**config.mk**
```make
export PLATFORM = sky130hd
export DESIGN_NAME = smb_txn_sequencer
export DESIGN_NICKNAME = d
export VERILOG_FILES = /design/src/rtl/smb_seq_pkg.sv /design/src/rtl/smb_seq_program.sv /design/src/rtl/smb_seq_operands.sv /design/src/rtl/smb_seq_engine.sv /design/src/rtl/smb_txn_sequencer.sv
export SDC_FILE = /design/constraint.sdc
export NUM_CORES = 1
export LEC_CHECK = 0
export BUFFER_PORTS_ARGS = -buffer_cell sky130_fd_sc_hd__buf_2
export CAP_MARGIN = 20
export CORE_MARGIN = 2
export CORE_UTILIZATION = 50
export CTS_CLUSTER_DIAMETER = 150
export DETAILED_ROUTE_END_ITERATION = 10
export PLACE_DENSITY = 0.74
export SLEW_MARGIN = 20
export SYNTH_ARGS = -nofsm -noshare
export SYNTH_HDL_FRONTEND = slang
export SYNTH_HIERARCHICAL = 1
export SYNTH_SLANG_ARGS = --single-unit
```
**constraint.sdc**
```tcl
create_clock -name clk -period 6.15 [get_ports clk]
set_input_delay 1.845 -clock clk [delete_from_list [all_inputs] [get_ports clk]]
set_output_delay 1.845 -clock clk [all_outputs]
set_load 0.1 [all_outputs]
```
**src/rtl/smb_seq_pkg.sv**
```systemverilog
package smb_seq_pkg;

  typedef enum logic [1:0] {
    BOP_START = 2'd0,
    BOP_SEND  = 2'd1,
    BOP_RECV  = 2'd2,
    BOP_STOP  = 2'd3
  } bus_op_e;

  typedef enum logic [2:0] {
    SRC_NONE,
    SRC_ADDR_RAW,
    SRC_ADDR_W,
    SRC_ADDR_R,
    SRC_CMD,
    SRC_D0,
    SRC_D1
  } src_e;

  typedef enum logic [1:0] {
    DST_NONE,
    DST_D0,
    DST_D1,
    DST_BLK
  } dst_e;

  typedef enum logic [2:0] {
    FIN_NONE,
    FIN_INTR,
    FIN_ERR,
    FIN_HANDOFF,
    FIN_BYTE
  } fin_e;

  typedef enum logic [3:0] {
    PG_QUICK, PG_BYTE_RD, PG_BYTE_WR, PG_BD_RD, PG_BD_WR,
    PG_WD_RD, PG_WD_WR, PG_BLK_RD, PG_BLK_WR, PG_RAW_BLK, PG_BAD
  } prog_e;

  typedef struct packed {
    logic    is_fin;
    bus_op_e op;
    src_e    src;
    dst_e    dst;
    logic    nack;
    fin_e    fin;
  } uop_t;

  function automatic uop_t u_bus(bus_op_e op, src_e src, dst_e dst, logic nack);
    uop_t u;
    u.is_fin = 1'b0;
    u.op     = op;
    u.src    = src;
    u.dst    = dst;
    u.nack   = nack;
    u.fin    = FIN_NONE;
    return u;
  endfunction

  function automatic uop_t u_end(fin_e f);
    uop_t u;
    u.is_fin = 1'b1;
    u.op     = BOP_STOP;
    u.src    = SRC_NONE;
    u.dst    = DST_NONE;
    u.nack   = 1'b0;
    u.fin    = f;
    return u;
  endfunction

endpackage

```
**src/rtl/smb_seq_program.sv**
```systemverilog
module smb_seq_program
  import smb_seq_pkg::*;
#(
  parameter int PROTO_W = 3,
  parameter int STEP_W  = 3
) (
  input  logic [PROTO_W-1:0] proto_i,
  input  logic               rd_i,
  input  logic [STEP_W-1:0]  step_i,
  output uop_t               uop_o
);

  prog_e prog;

  always_comb begin
    case (proto_i)
      3'd0:    prog = PG_QUICK;
      3'd1:    prog = rd_i ? PG_BYTE_RD : PG_BYTE_WR;
      3'd2:    prog = rd_i ? PG_BD_RD   : PG_BD_WR;
      3'd3:    prog = rd_i ? PG_WD_RD   : PG_WD_WR;
      3'd5:    prog = rd_i ? PG_BLK_RD  : PG_BLK_WR;
      3'd6:    prog = PG_RAW_BLK;
      default: prog = PG_BAD;
    endcase
  end

  always_comb begin
    uop_o = u_end(FIN_ERR);
    case (prog)
      PG_QUICK: case (step_i)
        3'd0: uop_o = u_bus(BOP_START, SRC_ADDR_RAW, DST_NONE, 1'b0);
        3'd1: uop_o = u_bus(BOP_STOP,  SRC_NONE,     DST_NONE, 1'b0);
        3'd2: uop_o = u_end(FIN_INTR);
        default: ;
      endcase
      PG_BYTE_RD: case (step_i)
        3'd0: uop_o = u_bus(BOP_START, SRC_ADDR_RAW, DST_NONE, 1'b0);
        3'd1: uop_o = u_bus(BOP_RECV,  SRC_NONE,     DST_D0,   1'b1);
        3'd2: uop_o = u_bus(BOP_STOP,  SRC_NONE,     DST_NONE, 1'b0);
        3'd3: uop_o = u_end(FIN_INTR);
        default: ;
      endcase
      PG_BYTE_WR: case (step_i)
        3'd0: uop_o = u_bus(BOP_START, SRC_ADDR_RAW, DST_NONE, 1'b0);
        3'd1: uop_o = u_bus(BOP_SEND,  SRC_CMD,      DST_NONE, 1'b0);
        3'd2: uop_o = u_bus(BOP_STOP,  SRC_NONE,     DST_NONE, 1'b0);
        3'd3: uop_o = u_end(FIN_INTR);
        default: ;
      endcase
      PG_BD_RD: case (step_i)
        3'd0: uop_o = u_bus(BOP_START, SRC_ADDR_W, DST_NONE, 1'b0);
        3'd1: uop_o = u_bus(BOP_SEND,  SRC_CMD,    DST_NONE, 1'b0);
        3'd2: uop_o = u_bus(BOP_START, SRC_ADDR_R, DST_NONE, 1'b0);
        3'd3: uop_o = u_bus(BOP_RECV,  SRC_NONE,   DST_D0,   1'b1);
        3'd4: uop_o = u_bus(BOP_STOP,  SRC_NONE,   DST_NONE, 1'b0);
        3'd5: uop_o = u_end(FIN_INTR);
        default: ;
      endcase
      PG_BD_WR: case (step_i)
        3'd0: uop_o = u_bus(BOP_START, SRC_ADDR_W, DST_NONE, 1'b0);
        3'd1: uop_o = u_bus(BOP_SEND,  SRC_CMD,    DST_NONE, 1'b0);
        3'd2: uop_o = u_bus(BOP_SEND,  SRC_D0,     DST_NONE, 1'b0);
        3'd3: uop_o = u_bus(BOP_STOP,  SRC_NONE,   DST_NONE, 1'b0);
        3'd4: uop_o = u_end(FIN_INTR);
        default: ;
      endcase
      PG_WD_RD: case (step_i)
        3'd0: uop_o = u_bus(BOP_START, SRC_ADDR_W, DST_NONE, 1'b0);
        3'd1: uop_o = u_bus(BOP_SEND,  SRC_CMD,    DST_NONE, 1'b0);
        3'd2: uop_o = u_bus(BOP_START, SRC_ADDR_R, DST_NONE, 1'b0);
        3'd3: uop_o = u_bus(BOP_RECV,  SRC_NONE,   DST_D0,   1'b0);
        3'd4: uop_o = u_bus(BOP_RECV,  SRC_NONE,   DST_D1,   1'b1);
        3'd5: uop_o = u_bus(BOP_STOP,  SRC_NONE,   DST_NONE, 1'b0);
        3'd6: uop_o = u_end(FIN_INTR);
        default: ;
      endcase
      PG_WD_WR: case (step_i)
        3'd0: uop_o = u_bus(BOP_START, SRC_ADDR_W, DST_NONE, 1'b0);
        3'd1: uop_o = u_bus(BOP_SEND,  SRC_CMD,    DST_NONE, 1'b0);
        3'd2: uop_o = u_bus(BOP_SEND,  SRC_D0,     DST_NONE, 1'b0);
        3'd3: uop_o = u_bus(BOP_SEND,  SRC_D1,     DST_NONE, 1'b0);
        3'd4: uop_o = u_bus(BOP_STOP,  SRC_NONE,   DST_NONE, 1'b0);
        3'd5: uop_o = u_end(FIN_INTR);
        default: ;
      endcase
      PG_BLK_RD: case (step_i)
        3'd0: uop_o = u_bus(BOP_START, SRC_ADDR_W, DST_NONE, 1'b0);
        3'd1: uop_o = u_bus(BOP_SEND,  SRC_CMD,    DST_NONE, 1'b0);
        3'd2: uop_o = u_bus(BOP_START, SRC_ADDR_R, DST_NONE, 1'b0);
        3'd3: uop_o = u_bus(BOP_RECV,  SRC_NONE,   DST_D0,   1'b0);
        3'd4: uop_o = u_end(FIN_HANDOFF);
        default: ;
      endcase
      PG_BLK_WR: case (step_i)
        3'd0: uop_o = u_bus(BOP_START, SRC_ADDR_W, DST_NONE, 1'b0);
        3'd1: uop_o = u_bus(BOP_SEND,  SRC_CMD,    DST_NONE, 1'b0);
        3'd2: uop_o = u_bus(BOP_SEND,  SRC_D0,     DST_NONE, 1'b0);
        3'd3: uop_o = u_end(FIN_HANDOFF);
        default: ;
      endcase
      PG_RAW_BLK: case (step_i)
        3'd0: uop_o = u_bus(BOP_START, SRC_ADDR_W, DST_NONE, 1'b0);
        3'd1: uop_o = u_bus(BOP_SEND,  SRC_D1,     DST_NONE, 1'b0);
        3'd2: uop_o = u_bus(BOP_START, SRC_ADDR_R, DST_NONE, 1'b0);
        3'd3: uop_o = u_bus(BOP_RECV,  SRC_NONE,   DST_BLK,  1'b0);
        3'd4: uop_o = u_end(FIN_BYTE);
        default: ;
      endcase
      default: uop_o = u_end(FIN_ERR);
    endcase
  end

endmodule

```
**src/rtl/smb_seq_operands.sv**
```systemverilog
module smb_seq_operands
  import smb_seq_pkg::*;
#(
  parameter int PROTO_W = 3,
  parameter int DATA_W  = 8
) (
  input  logic               clk,
  input  logic               rst_n,
  input  logic               cap_en_i,
  input  logic [PROTO_W-1:0] proto_i,
  input  logic [DATA_W-1:0]  addr_i,
  input  logic [DATA_W-1:0]  cmd_i,
  input  logic [DATA_W-1:0]  data0_i,
  input  logic [DATA_W-1:0]  data1_i,
  input  src_e               src_i,
  output logic [PROTO_W-1:0] proto_o,
  output logic               rd_o,
  output logic [DATA_W-1:0]  wdata_o
);

  localparam int TGT_W = DATA_W - 1;

  logic [PROTO_W-1:0] proto_q;
  logic [DATA_W-1:0]  addr_q, cmd_q, d0_q, d1_q;
  logic [TGT_W-1:0]   tgt;

  always_ff @(posedge clk or negedge rst_n) begin
    if (!rst_n) begin
      proto_q <= '0;
      addr_q  <= '0;
      cmd_q   <= '0;
      d0_q    <= '0;
      d1_q    <= '0;
    end else if (cap_en_i) begin
      proto_q <= proto_i;
      addr_q  <= addr_i;
      cmd_q   <= cmd_i;
      d0_q    <= data0_i;
      d1_q    <= data1_i;
    end
  end

  assign tgt     = addr_q[DATA_W-1:1];
  assign proto_o = proto_q;
  assign rd_o    = addr_q[0];

  always_comb begin
    case (src_i)
      SRC_ADDR_RAW: wdata_o = addr_q;
      SRC_ADDR_W:   wdata_o = {tgt, 1'b0};
      SRC_ADDR_R:   wdata_o = {tgt, 1'b1};
      SRC_CMD:      wdata_o = cmd_q;
      SRC_D0:       wdata_o = d0_q;
      SRC_D1:       wdata_o = d1_q;
      default:      wdata_o = '0;
    endcase
  end

endmodule

```
**src/rtl/smb_seq_engine.sv**
```systemverilog
module smb_seq_engine
  import smb_seq_pkg::*;
#(
  parameter int STEP_W = 3,
  parameter int DATA_W = 8
) (
  input  logic              clk,
  input  logic              rst_n,
  input  logic              start_i,
  input  uop_t              uop_i,
  input  logic              bm_done_i,
  input  logic              bm_ack_i,
  input  logic [DATA_W-1:0] bm_rdata_i,
  output logic              cap_en_o,
  output logic [STEP_W-1:0] step_o,
  output src_e              src_o,
  output logic              busy_o,
  output logic              bm_req_o,
  output bus_op_e           bm_op_o,
  output logic              bm_nack_o,
  output logic [DATA_W-1:0] rx_data_o,
  output logic              data0_we_o,
  output logic              data1_we_o,
  output logic              blk_we_o,
  output logic              intr_o,
  output logic              dev_err_o,
  output logic              handoff_o,
  output logic              byte_done_o
);

  typedef enum logic [1:0] {ST_IDLE, ST_RUN, ST_ABORT} st_e;

  st_e               state_q, state_d;
  logic [STEP_W-1:0] step_q, step_d;
  logic [DATA_W-1:0] rx_q;
  logic              rx_en;
  logic              d0_we_d, d1_we_d, blk_we_d;
  logic              intr_d, err_d, hand_d, byte_d;
  logic              d0_we_q, d1_we_q, blk_we_q;
  logic              intr_q, err_q, hand_q, byte_q;
  logic              refused;

  assign refused = (uop_i.op == BOP_START || uop_i.op == BOP_SEND) && !bm_ack_i;

  always_comb begin
    state_d  = state_q;
    step_d   = step_q;
    cap_en_o = 1'b0;
    rx_en    = 1'b0;
    d0_we_d  = 1'b0;
    d1_we_d  = 1'b0;
    blk_we_d = 1'b0;
    intr_d   = 1'b0;
    err_d    = 1'b0;
    hand_d   = 1'b0;
    byte_d   = 1'b0;
    case (state_q)
      ST_IDLE: if (start_i) begin
        state_d  = ST_RUN;
        step_d   = '0;
        cap_en_o = 1'b1;
      end
      ST_RUN: begin
        if (uop_i.is_fin) begin
          state_d = ST_IDLE;
          intr_d  = (uop_i.fin == FIN_INTR);
          err_d   = (uop_i.fin == FIN_ERR);
          hand_d  = (uop_i.fin == FIN_HANDOFF);
          byte_d  = (uop_i.fin == FIN_BYTE);
        end else if (bm_done_i) begin
          if (refused) begin
            state_d = ST_ABORT;
          end else begin
            step_d = step_q + 1'b1;
            if (uop_i.op == BOP_RECV) begin
              rx_en    = 1'b1;
              d0_we_d  = (uop_i.dst == DST_D0);
              d1_we_d  = (uop_i.dst == DST_D1);
              blk_we_d = (uop_i.dst == DST_BLK);
            end
          end
        end
      end
      ST_ABORT: if (bm_done_i) begin
        state_d = ST_IDLE;
        err_d   = 1'b1;
      end
      default: state_d = ST_IDLE;
    endcase
  end

  always_ff @(posedge clk or negedge rst_n) begin
    if (!rst_n) begin
      state_q  <= ST_IDLE;
      step_q   <= '0;
      d0_we_q  <= 1'b0;
      d1_we_q  <= 1'b0;
      blk_we_q <= 1'b0;
      intr_q   <= 1'b0;
      err_q    <= 1'b0;
      hand_q   <= 1'b0;
      byte_q   <= 1'b0;
    end else begin
      state_q  <= state_d;
      step_q   <= step_d;
      d0_we_q  <= d0_we_d;
      d1_we_q  <= d1_we_d;
      blk_we_q <= blk_we_d;
      intr_q   <= intr_d;
      err_q    <= err_d;
      hand_q   <= hand_d;
      byte_q   <= byte_d;
    end
  end

  always_ff @(posedge clk or negedge rst_n) begin
    if (!rst_n)     rx_q <= '0;
    else if (rx_en) rx_q <= bm_rdata_i;
  end

  assign step_o      = step_q;
  assign src_o       = (state_q == ST_RUN) ? uop_i.src : SRC_NONE;
  assign busy_o      = (state_q != ST_IDLE);
  assign bm_req_o    = (state_q == ST_ABORT) || (state_q == ST_RUN && !uop_i.is_fin);
  assign bm_op_o     = (state_q == ST_ABORT) ? BOP_STOP : uop_i.op;
  assign bm_nack_o   = (state_q == ST_RUN) && uop_i.nack;
  assign rx_data_o   = rx_q;
  assign data0_we_o  = d0_we_q;
  assign data1_we_o  = d1_we_q;
  assign blk_we_o    = blk_we_q;
  assign intr_o      = intr_q;
  assign dev_err_o   = err_q;
  assign handoff_o   = hand_q;
  assign byte_done_o = byte_q;

  // a refused start or send is followed directly by a stop request
  a_r8_stop_after_nack: assert property (@(posedge clk) disable iff (!rst_n)
    (bm_req_o && bm_done_i && !bm_ack_i && state_q == ST_RUN &&
     (bm_op_o == BOP_START || bm_op_o == BOP_SEND))
    |=> (bm_req_o && bm_op_o == BOP_STOP));

  // abort ends in device error only
  a_r8_abort_err: assert property (@(posedge clk) disable iff (!rst_n)
    (state_q == ST_ABORT && bm_done_i) |=> (dev_err_o && !intr_o));

  // at most one result pulse, and only once idle
  a_r10_one_result: assert property (@(posedge clk) disable iff (!rst_n)
    $onehot0({intr_o, dev_err_o, handoff_o, byte_done_o}));

  a_r10_result_idle: assert property (@(posedge clk) disable iff (!rst_n)
    (intr_o || dev_err_o || handoff_o || byte_done_o) |-> !busy_o);

endmodule

```
**src/rtl/smb_txn_sequencer.sv**
```systemverilog
module smb_txn_sequencer
  import smb_seq_pkg::*;
#(
  parameter int PROTO_W = 3,
  parameter int DATA_W  = 8,
  parameter int STEP_W  = 3
) (
  input  logic               clk,
  input  logic               rst_n,
  input  logic               start_i,
  input  logic [PROTO_W-1:0] proto_i,
  input  logic [DATA_W-1:0]  addr_i,
  input  logic [DATA_W-1:0]  cmd_i,
  input  logic [DATA_W-1:0]  data0_i,
  input  logic [DATA_W-1:0]  data1_i,
  output logic               busy_o,
  output logic               bm_req_o,
  output logic [1:0]         bm_op_o,
  output logic [DATA_W-1:0]  bm_wdata_o,
  output logic               bm_nack_o,
  input  logic               bm_done_i,
  input  logic               bm_ack_i,
  input  logic [DATA_W-1:0]  bm_rdata_i,
  output logic [DATA_W-1:0]  rx_data_o,
  output logic               data0_we_o,
  output logic               data1_we_o,
  output logic               blk_we_o,
  output logic               intr_o,
  output logic               dev_err_o,
  output logic               handoff_o,
  output logic               byte_done_o
);

  uop_t               uop;
  src_e               src;
  bus_op_e            op;
  logic               cap_en;
  logic [STEP_W-1:0]  step;
  logic [PROTO_W-1:0] proto_q;
  logic               rd_q;

  smb_seq_operands #(.PROTO_W(PROTO_W), .DATA_W(DATA_W)) u_opnd (
    .clk      (clk),
    .rst_n    (rst_n),
    .cap_en_i (cap_en),
    .proto_i  (proto_i),
    .addr_i   (addr_i),
    .cmd_i    (cmd_i),
    .data0_i  (data0_i),
    .data1_i  (data1_i),
    .src_i    (src),
    .proto_o  (proto_q),
    .rd_o     (rd_q),
    .wdata_o  (bm_wdata_o)
  );

  smb_seq_program #(.PROTO_W(PROTO_W), .STEP_W(STEP_W)) u_prog (
    .proto_i (proto_q),
    .rd_i    (rd_q),
    .step_i  (step),
    .uop_o   (uop)
  );

  smb_seq_engine #(.STEP_W(STEP_W), .DATA_W(DATA_W)) u_eng (
    .clk         (clk),
    .rst_n       (rst_n),
    .start_i     (start_i),
    .uop_i       (uop),
    .bm_done_i   (bm_done_i),
    .bm_ack_i    (bm_ack_i),
    .bm_rdata_i  (bm_rdata_i),
    .cap_en_o    (cap_en),
    .step_o      (step),
    .src_o       (src),
    .busy_o      (busy_o),
    .bm_req_o    (bm_req_o),
    .bm_op_o     (op),
    .bm_nack_o   (bm_nack_o),
    .rx_data_o   (rx_data_o),
    .data0_we_o  (data0_we_o),
    .data1_we_o  (data1_we_o),
    .blk_we_o    (blk_we_o),
    .intr_o      (intr_o),
    .dev_err_o   (dev_err_o),
    .handoff_o   (handoff_o),
    .byte_done_o (byte_done_o)
  );

  assign bm_op_o = op;

  // requests only inside a transaction
  a_r9_req_in_busy: assert property (@(posedge clk) disable iff (!rst_n)
    bm_req_o |-> busy_o);

  // a pending request holds its operation and data
  a_r9_req_hold: assert property (@(posedge clk) disable iff (!rst_n)
    (bm_req_o && !bm_done_i) |=> (bm_req_o && $stable(bm_op_o) && $stable(bm_wdata_o)));

  // operands are frozen while busy, whatever the inputs do
  a_r9_frozen: assert property (@(posedge clk) disable iff (!rst_n)
    (busy_o && $past(busy_o)) |-> $stable(proto_q));

endmodule

```
Word level (Yosys, flattened, before mapping)

Index checks and enable logic that the tools add are counted.

Flip-flop bits (word level): 55
Output and inout port bits: 28
Logic and storage cells: 137
Bits of input ports: 48

Reduce and logical (&&, ||, !) cells: 16
Mux-type cells: 61
Equality and inequality tests: 44
Add/sub/neg operators: 1

Operator list:

| operator                                                               | count |
|---|---|
| 12-bit case mux with 5 select lines                                    | 3 |
| 12-bit case mux with 4 select lines                                    | 3 |
| 12-bit case mux with 6 select lines                                    | 2 |
| 12-bit case mux with 10 select lines                                   | 1 |
| 12-bit case mux with 7 select lines                                    | 1 |
| 8-bit case mux with 6 select lines                                     | 1 |
| 12-bit case mux with 3 select lines                                    | 1 |
| 1-bit two-way mux                                                      | 30 |
| 3-bit equality test (second input constant)                            | 9 |
| 3-bit by 2-bit equality test with 1-bit output (second input constant) | 8 |
| 4-bit case mux with 6 select lines                                     | 1 |
| 3-bit two-way mux                                                      | 6 |
| 4-bit by 3-bit equality test with 1-bit output (second input constant) | 4 |
| 2-bit two-way mux                                                      | 8 |
| 3-bit by 1-bit equality test with 1-bit output (second input constant) | 4 |
| 2-bit inequality test (second input constant)                          | 5 |
| 2-bit equality test (second input constant)                            | 4 |
| 4-bit by 2-bit equality test with 1-bit output (second input constant) | 2 |
| 4-bit equality test (second input constant)                            | 2 |
| 2-bit by 1-bit equality test with 1-bit output (second input constant) | 3 |
| 3-bit logical NOT                                                      | 2 |
| 2-bit case mux with 3 select lines                                     | 1 |
| 3-bit case mux with 2 select lines                                     | 1 |
| 5-bit AND reduction                                                    | 1 |
| 13 further kinds                                                       | 19 |

Depth between registers and ports, before layout

Gate-level depths: netlist of run 1.

Word-level depth: 11
Mapped depth: 11
Gate-level depth less buffers: 8

Hierarchy

Netlist of run 1, hierarchy kept.

By module, submodules not included:

| module           | sequential area each (um^2) | times used | area each (um^2) | cells an instance |
|---|---|---|---|---|
| smb_seq_operands | 875.8                       | 1          | 1,751.7          | 114 |
| smb_seq_engine   | 500.5                       | 1          | 985.9            | 104 |
| smb_seq_program  | 0.0                         | 1          | 715.7            | 116 |

Worst setup path after synthesis of run 1

OpenSTA, ideal clock, no wires.

Path type: reg2out
Start point: register u_opnd.proto_q[2], in the netlist u_opnd/proto_o[2]
End point: output bm_wdata_o[0]
Setup slack: 1.321 ns
Stages on the path, launching flop included: 9
Arrival time: 2.984 ns
Buffers on the path: 1
Path through: dfrtp_1 -> nor2b_1 -> o21bai_1 -> a21boi_1 -> o32ai_1 -> and2_1 -> buf_6 -> mux2i_1 -> o211ai_1

RTL lines:

| item                     | line                    | text |
|---|---|---|
| start: declaration       | smb_seq_operands.sv:23  | `logic [PROTO_W-1:0] proto_q;` |
| start signal: assignment | smb_seq_operands.sv:35  | `proto_q <= proto_i;` |
| end: declaration         | smb_txn_sequencer.sv:19 | `output logic [DATA_W-1:0] bm_wdata_o,` |

==> results.ini, run 1 <==
[clocking]
cts_tree=yes
root_buffer=clkbuf_8
post_cts_resized=0
post_cts_buffers=0
cts_htree_levels=2
postCtsHoldBufs=0
clk_pin_slew_worst_paths_ns=0.09
cts.sinks=55
insertion_delay_ns=0.31
cts_buffer_depth=2
cts_buffers=5

[sta]
max_freq_ghz=0.189
slew_headroom_pct=26.8
tns_ns=0
rsz0062_at_grt=no
finClkSkew_ns=0.0107
hold_ws_ns=0.470
final_hold_viol_count=0
drv_slew=0
post-route-period-util_pct=86.2
tightest_slew_ns=1.10
min_period_ns=5.30
setup_viol=0

[synthesis]
yosys_register_bits=55
synth.distinct_cells=59
async_flop_share_pct=100
syn_nets=387
synth_cells=334
syn_area_per_cell_sq_um=10.3
ys_warn_count=6
synth-edff-count=0
syn-cell-area_sq_um=3450
ys.flop_type=dfrtp_1
yosysSeqAreaShare_pct=39.9

[floorplanning]
die_h_um=87.1
num_rows=30
core-area_sq_um=6760
start_util_pct=51.1
pin_count=76
die_w_um=87.1
dieArea_sq_um=7590

[final_layout]
antennaDiodeCount=0
drive_gt1_share_pct=34.5
final_nets=449
n_fill_cell=598
multi_input_area_sq_um=1890
regArea_sq_um=1380
area.growth.synth_to_final_pct=12.8

[grt]
grt_util_met2_pct=29.5
grt_pass1_wl_mm=12.0
grt_pass1_vias=2484
grt_max_degree=56
grt_usage_pct=19.9
overflow=0
grt_util_met1_pct=30.1
top_usage_layer=met1
antenna_found_initial=0
grt_use_met3_pct=3.60

[route]
ant_nets=0
viasPerCell=5.62
vias=2681
route.detailed.drc=0
firstDrtPassIters=4
routed_wl_mm=7.59
drtIter0Drc=251
wl_per_cell_um=15.9

[worst_setup_path]
worst-r2r-cell-count=7
cp_max_fo=18
crit_chain=nor2b_1 > o21bai_1 > a21boi_1 > o32ai_1 > and2_1 > nor2b_4 > o21ai_1 > o211ai_2 > buf_2
r2r_start=u_eng/step_o[2]$_DFFE_PN0P_
crit_buf_inv=1
crit_required_ns=4.30
arrival_ns=3.46
cp_top_family=simple AND/OR/NAND/NOR gates
end_kind=output port
cp_slowest_cell=dfrtp_1
crit_path_max_incr_delay_ns=0.59
path_class=flop to output port
start_kind=flop
crit_start=u_opnd/proto_o[2]$_DFFE_PN0P_
crit_cells=9
r2r_setup_slack_ns=3.41

[min_path]
min-delay-start=u_eng/rx_data_o[2]$_DFFE_PN0P_
min_path_type=flop to flop
hold_depth=2

[status]
status=finished clean

[flow_run]
cap_viol_max_count=0

[placed_design]
dp_hpwl_mm=5.28
gp_congestion=0.866
port_buffers=75

-- layer usage --
layer	vias up	routed length (um)
met5	-	0
met4	0	89
met3	8	443
met2	96	3330
met1	1265	3730
li1	1312	-
-- tightest hold or removal path, stage by stage (launching register included) --
cell     delay (ns)
dfrtp_1        0.35
nand2_1        0.05
nand2_1        0.05
-- logic make-up after synthesis --
kind of cell    share of synthesized area, %
buf+inv                                 5.58
mux                                     17.6
flops                                   39.9
compound gates                          15.1
simple gates                            19.5
fa+ha+maj                               1.81
xor+xnor                               0.507
-- worst paths after layout --
check	to
hold / removal	u_eng/rx_data_o[2]$_DFFE_PN0P_
setup / recovery	bm_wdata_o[7]
max in group asynchronous	u_opnd/d1_q[3]$_DFFE_PN0P_
min in group asynchronous	u_eng/rx_data_o[1]$_DFFE_PN0P_
hold reg to reg	u_eng/rx_data_o[2]$_DFFE_PN0P_
setup reg to reg	u_eng/data1_we_o$_DFF_PN0_
-- metrics by stage --
stage                     cells  instance area, sq um  worst slack, ns  utilization (%)
after floorplan             334                  3450             1.32                -
after global placement      469                  3780             1.33             56.0
after detailed placement    469                  3780             1.26             56.0
after CTS                   477                  3890            0.921             57.6
after global routing        477                  3890            0.584             57.6
final                       477                  3890            0.848             57.6
-- cells in the mapped netlist (4+ instances only) --
| cell | n | area, sq um |
|---|---|---|
| mux2i_1 | 8 | 80.1 |
| buf_4 | 9 | 67.6 |
| mux2_2 | 6 | 67.6 |
| dfrtp_1 | 55 | 1380 |
| nand2_1 | 40 | 150 |
| buf_2 | 7 | 35.0 |
| inv_1 | 7 | 26.3 |
| o211ai_1 | 5 | 37.5 |
| and2_1 | 7 | 43.8 |
| a21oi_1 | 7 | 35.0 |
| nand3_1 | 14 | 70.1 |
| nor3_1 | 4 | 20.0 |
| mux2_4 | 30 | 450 |
| nor2b_1 | 9 | 56.3 |
| o21ai_1 | 11 | 55.1 |
| nand2b_1 | 12 | 75.1 |
| nor4b_1 | 4 | 35.0 |
| o211ai_2 | 7 | 87.6 |
| o21ai_0 | 14 | 70.1 |
| ha_1 | 5 | 62.6 |
| nor2_1 | 14 | 52.6 |
| buf_6 | 5 | 56.3 |
-- state kept, by name (all words and copies together), names as in the netlist, 2 cells and up --
register	count
u_eng/rx_data_o	8
u_opnd/addr_q	8
u_opnd/cmd_q	8
u_opnd/d0_q	8
u_opnd/d1_q	8
u_eng/step_o	3
u_opnd/proto_o	3
u_eng/state_q	2
-- layout make-up --
type	instances	share of cell area (%)
Inverter	8	0.771
Multi-Input combinational cell	249	48.4
Tap cell	80	2.57
Timing Repair Buffer	77	10.0
Clock buffer	6	1.86
Clock inverter	2	0.996
Sequential cell	55	35.3
-- layout by cell type (no fill, tap or decap), types with 4 or more instances in the layout --
cell type	synthesis	layout
and2_1	7	6
nor2_1	14	14
mux2i_1	8	8
mux2_2	6	6
nor3_1	4	4
nand2b_1	12	12
dfrtp_1	55	55
o21ai_1	11	11
nand2_1	40	40
a21oi_1	7	7
inv_1	7	7
mux2_4	30	30
buf_2	7	75
o21ai_0	14	14
clkbuf_8	0	5
ha_1	5	5
o211ai_2	7	7
o211ai_1	5	5
nand3_1	14	14
nor4b_1	4	4
nor2b_1	9	9
Power of run 1 is not shown: default switching activity piles up to over one toggle a cycle in this logic, so the estimate is an artifact.
==> run 2: changes to the inputs <==
--- a/config.mk
+++ b/config.mk
@@ -7,11 +7,11 @@
 export LEC_CHECK = 0
 export BUFFER_PORTS_ARGS = -buffer_cell sky130_fd_sc_hd__buf_2
 export CAP_MARGIN = 20
-export CORE_MARGIN = 2
+export CORE_MARGIN = 5
 export CORE_UTILIZATION = 50
 export CTS_CLUSTER_DIAMETER = 150
 export DETAILED_ROUTE_END_ITERATION = 10
-export PLACE_DENSITY = 0.74
+export PLACE_DENSITY = 0.83
 export SLEW_MARGIN = 20
 export SYNTH_ARGS = -nofsm -noshare
 export SYNTH_HDL_FRONTEND = slang
==> results.ini, run 2 (same netlist as run 1, synthesis figures left out) <==
[sta]
post-route-period-util_pct=91.1  ; +4.9 points
max_freq_ghz=0.178  ; -5.4%
tightest_slew_ns=1.10  ; -0.00276 ns
finClkSkew_ns=0.0108  ; +0.0000547 ns
tns_ns=0  ; unchanged
drv_slew=0  ; unchanged
min_period_ns=5.61  ; +0.303 ns
setup_viol=0  ; unchanged
rsz0062_at_grt=no
final_hold_viol_count=0  ; unchanged
slew_headroom_pct=26.9  ; +0.18 points

[floorplanning]
pin_count=76  ; unchanged
core-area_sq_um=6760  ; unchanged
dieArea_sq_um=8670  ; +14%
die_w_um=93.1  ; +6.9%
die_h_um=93.1  ; +6.9%
start_util_pct=51.1  ; unchanged
num_rows=30  ; unchanged

[placed_design]
dp.cells=468  ; -0.21%
port_buffers=75  ; unchanged
dp_hpwl_mm=5.65  ; +7.0%
gp_congestion=0.898  ; +3.7%

[clocking]
postCtsHoldBufs=0  ; unchanged
post_cts_resized=0  ; unchanged
post_cts_buffers=0  ; unchanged
insertion_delay_ns=0.31  ; about the same
cts_buffer_depth=2  ; unchanged
cts_htree_levels=2  ; unchanged
cts.sinks=55  ; unchanged
clk_pin_slew_worst_paths_ns=0.11  ; +0.02 ns
cts_tree=yes
cts_buffers=5  ; unchanged
root_buffer=clkbuf_8

[final_layout]
layout_commonest_cell=buf_2
drive_gt1_share_pct=34.6  ; +0.087 points
area.growth.synth_to_final_pct=12.1
layout_common_cells=buf_2 (75), dfrtp_1 (55), nand2_1 (40)
finalNonFillerCells=476  ; -0.21%
n_fill_cell=608  ; +1.7%
antennaDiodeCount=0  ; unchanged
final_nets=448  ; -0.22%

[route]
drtIter0Drc=360  ; +43%
firstDrtPassIters=5  ; +1
viasPerCell=5.82  ; +3.6%
vias=2772  ; +3.4%
ant_nets=0  ; unchanged
wl_per_cell_um=16.9  ; +6.2%
route.detailed.drc=0  ; unchanged
routed_wl_mm=8.04  ; +6.0%

[worst_setup_path]
crit_required_ns=4.30  ; about the same
crit_chain=nor2b_1 > o21bai_1 > a222oi_1 > nor3_1 > and2_1 > nand2b_1 > o211ai_1 > buf_2
start_kind=flop
cp_max_fo=25  ; +7
path_class=flop to output port
r2r-end=u_eng/blk_we_o$_DFF_PN0_
r2r_start=u_eng/step_o[2]$_DFFE_PN0P_
end_kind=output port
r2r_setup_slack_ns=3.40  ; about the same
arrival_ns=3.76  ; +0.30 ns
worst-r2r-cell-count=7  ; unchanged
crit_path_max_incr_delay_ns=0.87  ; +0.28 ns
cp_slowest_cell=dfrtp_1

[grt]
overflow=0  ; unchanged
grt_max_degree=56  ; unchanged
grt_usage_pct=18.5  ; -1.4 points
grt_pass1_wl_mm=12.9  ; +7.4%
grt_pass1_vias=2600  ; +4.7%
antenna_found_initial=0  ; unchanged

[status]
status=finished clean

[min_path]
min_path_type=flop to flop
min-delay-start=u_eng/rx_data_o[6]$_DFFE_PN0P_
hold_depth=2  ; unchanged
min_to=u_eng/rx_data_o[6]$_DFFE_PN0P_

[flow_run]
cap_viol_max_count=0  ; unchanged

[run 2: cell types whose count changed in the layout (fill, tap and decap cells not counted), sizes merged]
cell / previous run / this run
bufinv: 1 / 0
buf: 77 / 76
clkbuf: 6 / 5
clkinv: 0 / 1
clkinvlp: 0 / 1
[run 2: how the worst max path moves through the flow]
stage,startpoint,to,slack [ns],cells past startpoint
3_5_place_dp,u_opnd/proto_o[1]$_DFFE_PN0P_,bm_wdata_o[0],0.97,8
2_1_floorplan,u_opnd/proto_o[2]$_DFFE_PN0P_,bm_wdata_o[0],1.32,8
5_1_grt,u_opnd/proto_o[1]$_DFFE_PN0P_,bm_wdata_o[0],0.37,8
3_3_place_gp,u_opnd/proto_o[1]$_DFFE_PN0P_,bm_wdata_o[0],1.20,8
4_1_cts,u_opnd/proto_o[1]$_DFFE_PN0P_,bm_wdata_o[0],0.61,8
6_report,u_opnd/proto_o[1]$_DFFE_PN0P_,bm_wdata_o[0],0.54,8
[run 2: worst max-delay path, delay by kind of cell, from the launching register on]
kind / cells / cell delay (ns)
and+or+nand+nor: 4 / 1.48
DFF: 1 / 0.87
AOI/OAI and AO/OA: 3 / 0.62
buffers and inverters: 1 / 0.46
[run 2: cell type report]
cell class	instances	area (sq um)	share of cell area (%)
multi-input cells	249	1890	48.7
flip-flops and latches	55	1380	35.6
repair buffers	76	383	9.89
well taps	80	100	2.59
clock buffers	5	68.8	1.78
inverters	8	30.0	0.776
clock inverters	3	27.5	0.711
[run 2: layer usage]
metal | share of wire, % | vias to the layer above | wire length [um] | GRT usage, %
li1 | - | 1311 | - | -
met1 | 46 | 1347 | 3730 | 25.9
met2 | 47 | 112 | 3780 | 29.6
met3 | 6.2 | 2 | 495 | 3.06
met4 | 0.50 | 0 | 40 | 5.01
met5 | 0 | - | 0 | 0
[run 2: stage by stage]
stage	hold slack (ns)	utilization, %	setup WS [ns]	area, sq um
6_report	0.467	57.3	0.545	3870
5_1_grt	0.500	57.3	0.366	3870
4_1_cts	0.474	57.3	0.610	3870
3_5_place_dp	0.450	55.9	0.966	3770
3_3_place_gp	0.444	55.9	1.20	3770
2_1_floorplan	0.477	-	1.32	3450
Power of run 2 is left out for the same reason.
==> run 3: changes to the inputs <==
--- a/config.mk
+++ b/config.mk
@@ -12,6 +12,7 @@
 export CTS_CLUSTER_DIAMETER = 150
 export DETAILED_ROUTE_END_ITERATION = 10
 export PLACE_DENSITY = 0.83
+export RECOVER_POWER = 50
 export SLEW_MARGIN = 20
 export SYNTH_ARGS = -nofsm -noshare
 export SYNTH_HDL_FRONTEND = slang
==> results.ini, run 3 (same netlist as run 1, synthesis figures left out) <==
[clocking]
postCtsHoldBufs=0  ; unchanged
cts_htree_levels=2  ; unchanged
cts_buffers=5  ; unchanged
clk_pin_slew_worst_paths_ns=0.11  ; about the same
insertion_delay_ns=0.32  ; about the same
post_cts_resized=0  ; unchanged
cts_tree=yes
root_buffer=clkbuf_8
cts_buffer_depth=2  ; unchanged
cts.sinks=55  ; unchanged
post_cts_buffers=0  ; unchanged

[floorplanning]
core-area_sq_um=6760  ; unchanged
die_w_um=93.1  ; unchanged
num_rows=30  ; unchanged
start_util_pct=51.1  ; unchanged
die_h_um=93.1  ; unchanged
pin_count=76  ; unchanged
dieArea_sq_um=8670  ; unchanged

[grt]
grt_pass1_wl_mm=12.9  ; unchanged
grt_pass1_vias=2600  ; unchanged
antenna_found_initial=0  ; unchanged
grt_max_degree=56  ; unchanged
grt_usage_pct=18.5  ; unchanged
overflow=0  ; unchanged

[final_layout]
layout_common_cells=buf_2 (75), dfrtp_1 (55), nand2_1 (40)
drive_gt1_share_pct=34.1  ; -0.51 points
n_fill_cell=609  ; +0.16%
finalNonFillerCells=476  ; unchanged
final_util_pct=57.2  ; about the same
final_nets=448  ; unchanged
antennaDiodeCount=0  ; unchanged
layout_commonest_cell=buf_2
area.growth.synth_to_final_pct=12.0  ; about the same

[sta]
finClkSkew_ns=0.0101  ; -0.000726 ns
rsz0062_at_grt=no
tightest_slew_ns=2.91  ; +1.81 ns
final_hold_viol_count=0  ; unchanged
hold_ws_ns=0.467  ; -0.00000500 ns
slew_headroom_pct=-94.0  ; -120 points
drv_slew=56  ; +56
max_freq_ghz=0.179  ; +0.19%
setup_viol=0  ; unchanged
tns_ns=0  ; unchanged
post-route-period-util_pct=91.0  ; -0.17 points
min_period_ns=5.59  ; -0.0104 ns

[route]
firstDrtPassIters=4  ; -1
viasPerCell=5.80  ; -0.47%
ant_nets=0  ; unchanged
routed_wl_mm=8.02  ; -0.25%
vias=2759  ; -0.47%
route.detailed.drc=0  ; unchanged
wl_per_cell_um=16.9  ; -0.25%
drtIter0Drc=347  ; -3.6%

[placed_design]
dp_hpwl_mm=5.65  ; unchanged
dp.cells=468  ; unchanged
port_buffers=75  ; unchanged
gp_congestion=0.898  ; unchanged

[worst_setup_path]
crit_buf_inv=1  ; unchanged
end_kind=output port
cp_top_family=simple AND/OR/NAND/NOR gates
crit_chain=nor2b_1 > o21bai_1 > a222oi_1 > nor3_1 > and2_1 > nand2b_1 > o211ai_1 > buf_2
r2r_setup_slack_ns=3.29  ; -0.11 ns
crit_start=u_opnd/proto_o[1]$_DFFE_PN0P_
cp_max_fo=25  ; unchanged
cp_slowest_cell=dfrtp_1
path_class=flop to output port
crit_path_max_incr_delay_ns=0.87  ; about the same
worst-r2r-cell-count=7  ; unchanged
r2r_start=u_eng/step_o[2]$_DFFE_PN0P_
arrival_ns=3.75  ; about the same
start_kind=flop
r2r-end=u_eng/blk_we_o$_DFF_PN0_
crit_required_ns=4.30  ; about the same

[status]
violations=capacitance limit, slew limit
status=complete, but fails checks

[min_path]
min-delay-start=u_eng/rx_data_o[6]$_DFFE_PN0P_
min_path_type=flop to flop
min_to=u_eng/rx_data_o[6]$_DFFE_PN0P_
hold_depth=2  ; unchanged

[flow_run]
cap_viol_max_count=1  ; +1

## run 3: worst max-delay path by stage
stage,to,cells past startpoint
finish,bm_wdata_o[0],8
global route,bm_wdata_o[0],8
CTS,bm_wdata_o[0],8
detailed placement,bm_wdata_o[0],8
global placement,bm_wdata_o[0],8
floorplan,bm_wdata_o[0],8
## run 3: metrics by stage
| stage | area (sq um) | worst slack (ns) |
|---|---|---|
| floorplan | 3450 | 1.32 |
| global placement | 3770 | 1.20 |
| detailed placement | 3770 | 0.966 |
| CTS | 3870 | 0.610 |
| global route | 3870 | 0.366 |
| finish | 3870 | 0.555 |
## run 3: cell type report
type	instances	area (sq um)	share of cell area, %
multi-input cells	249	1890	48.8
flip-flops and latches	55	1380	35.6
repair buffers	76	379	9.80
well taps	80	100	2.59
clock buffers	5	68.8	1.78
inverters	8	30.0	0.776
clock inverters	3	27.5	0.712
## run 3: metal layers
layer	global-route usage (%)	up-vias	wire length (um)
met4	5.01	0	83
li1	-	1311	-
met5	0	-	0
met2	29.6	92	3790
met3	3.06	11	461
met1	25.9	1345	3690
## run 3: worst min-delay path, delay by kind of cell (launching register included)
kind	cells	cell delay, ns
flops	1	0.35
simple gates	2	0.10
Power of run 3 is left out for the same reason.
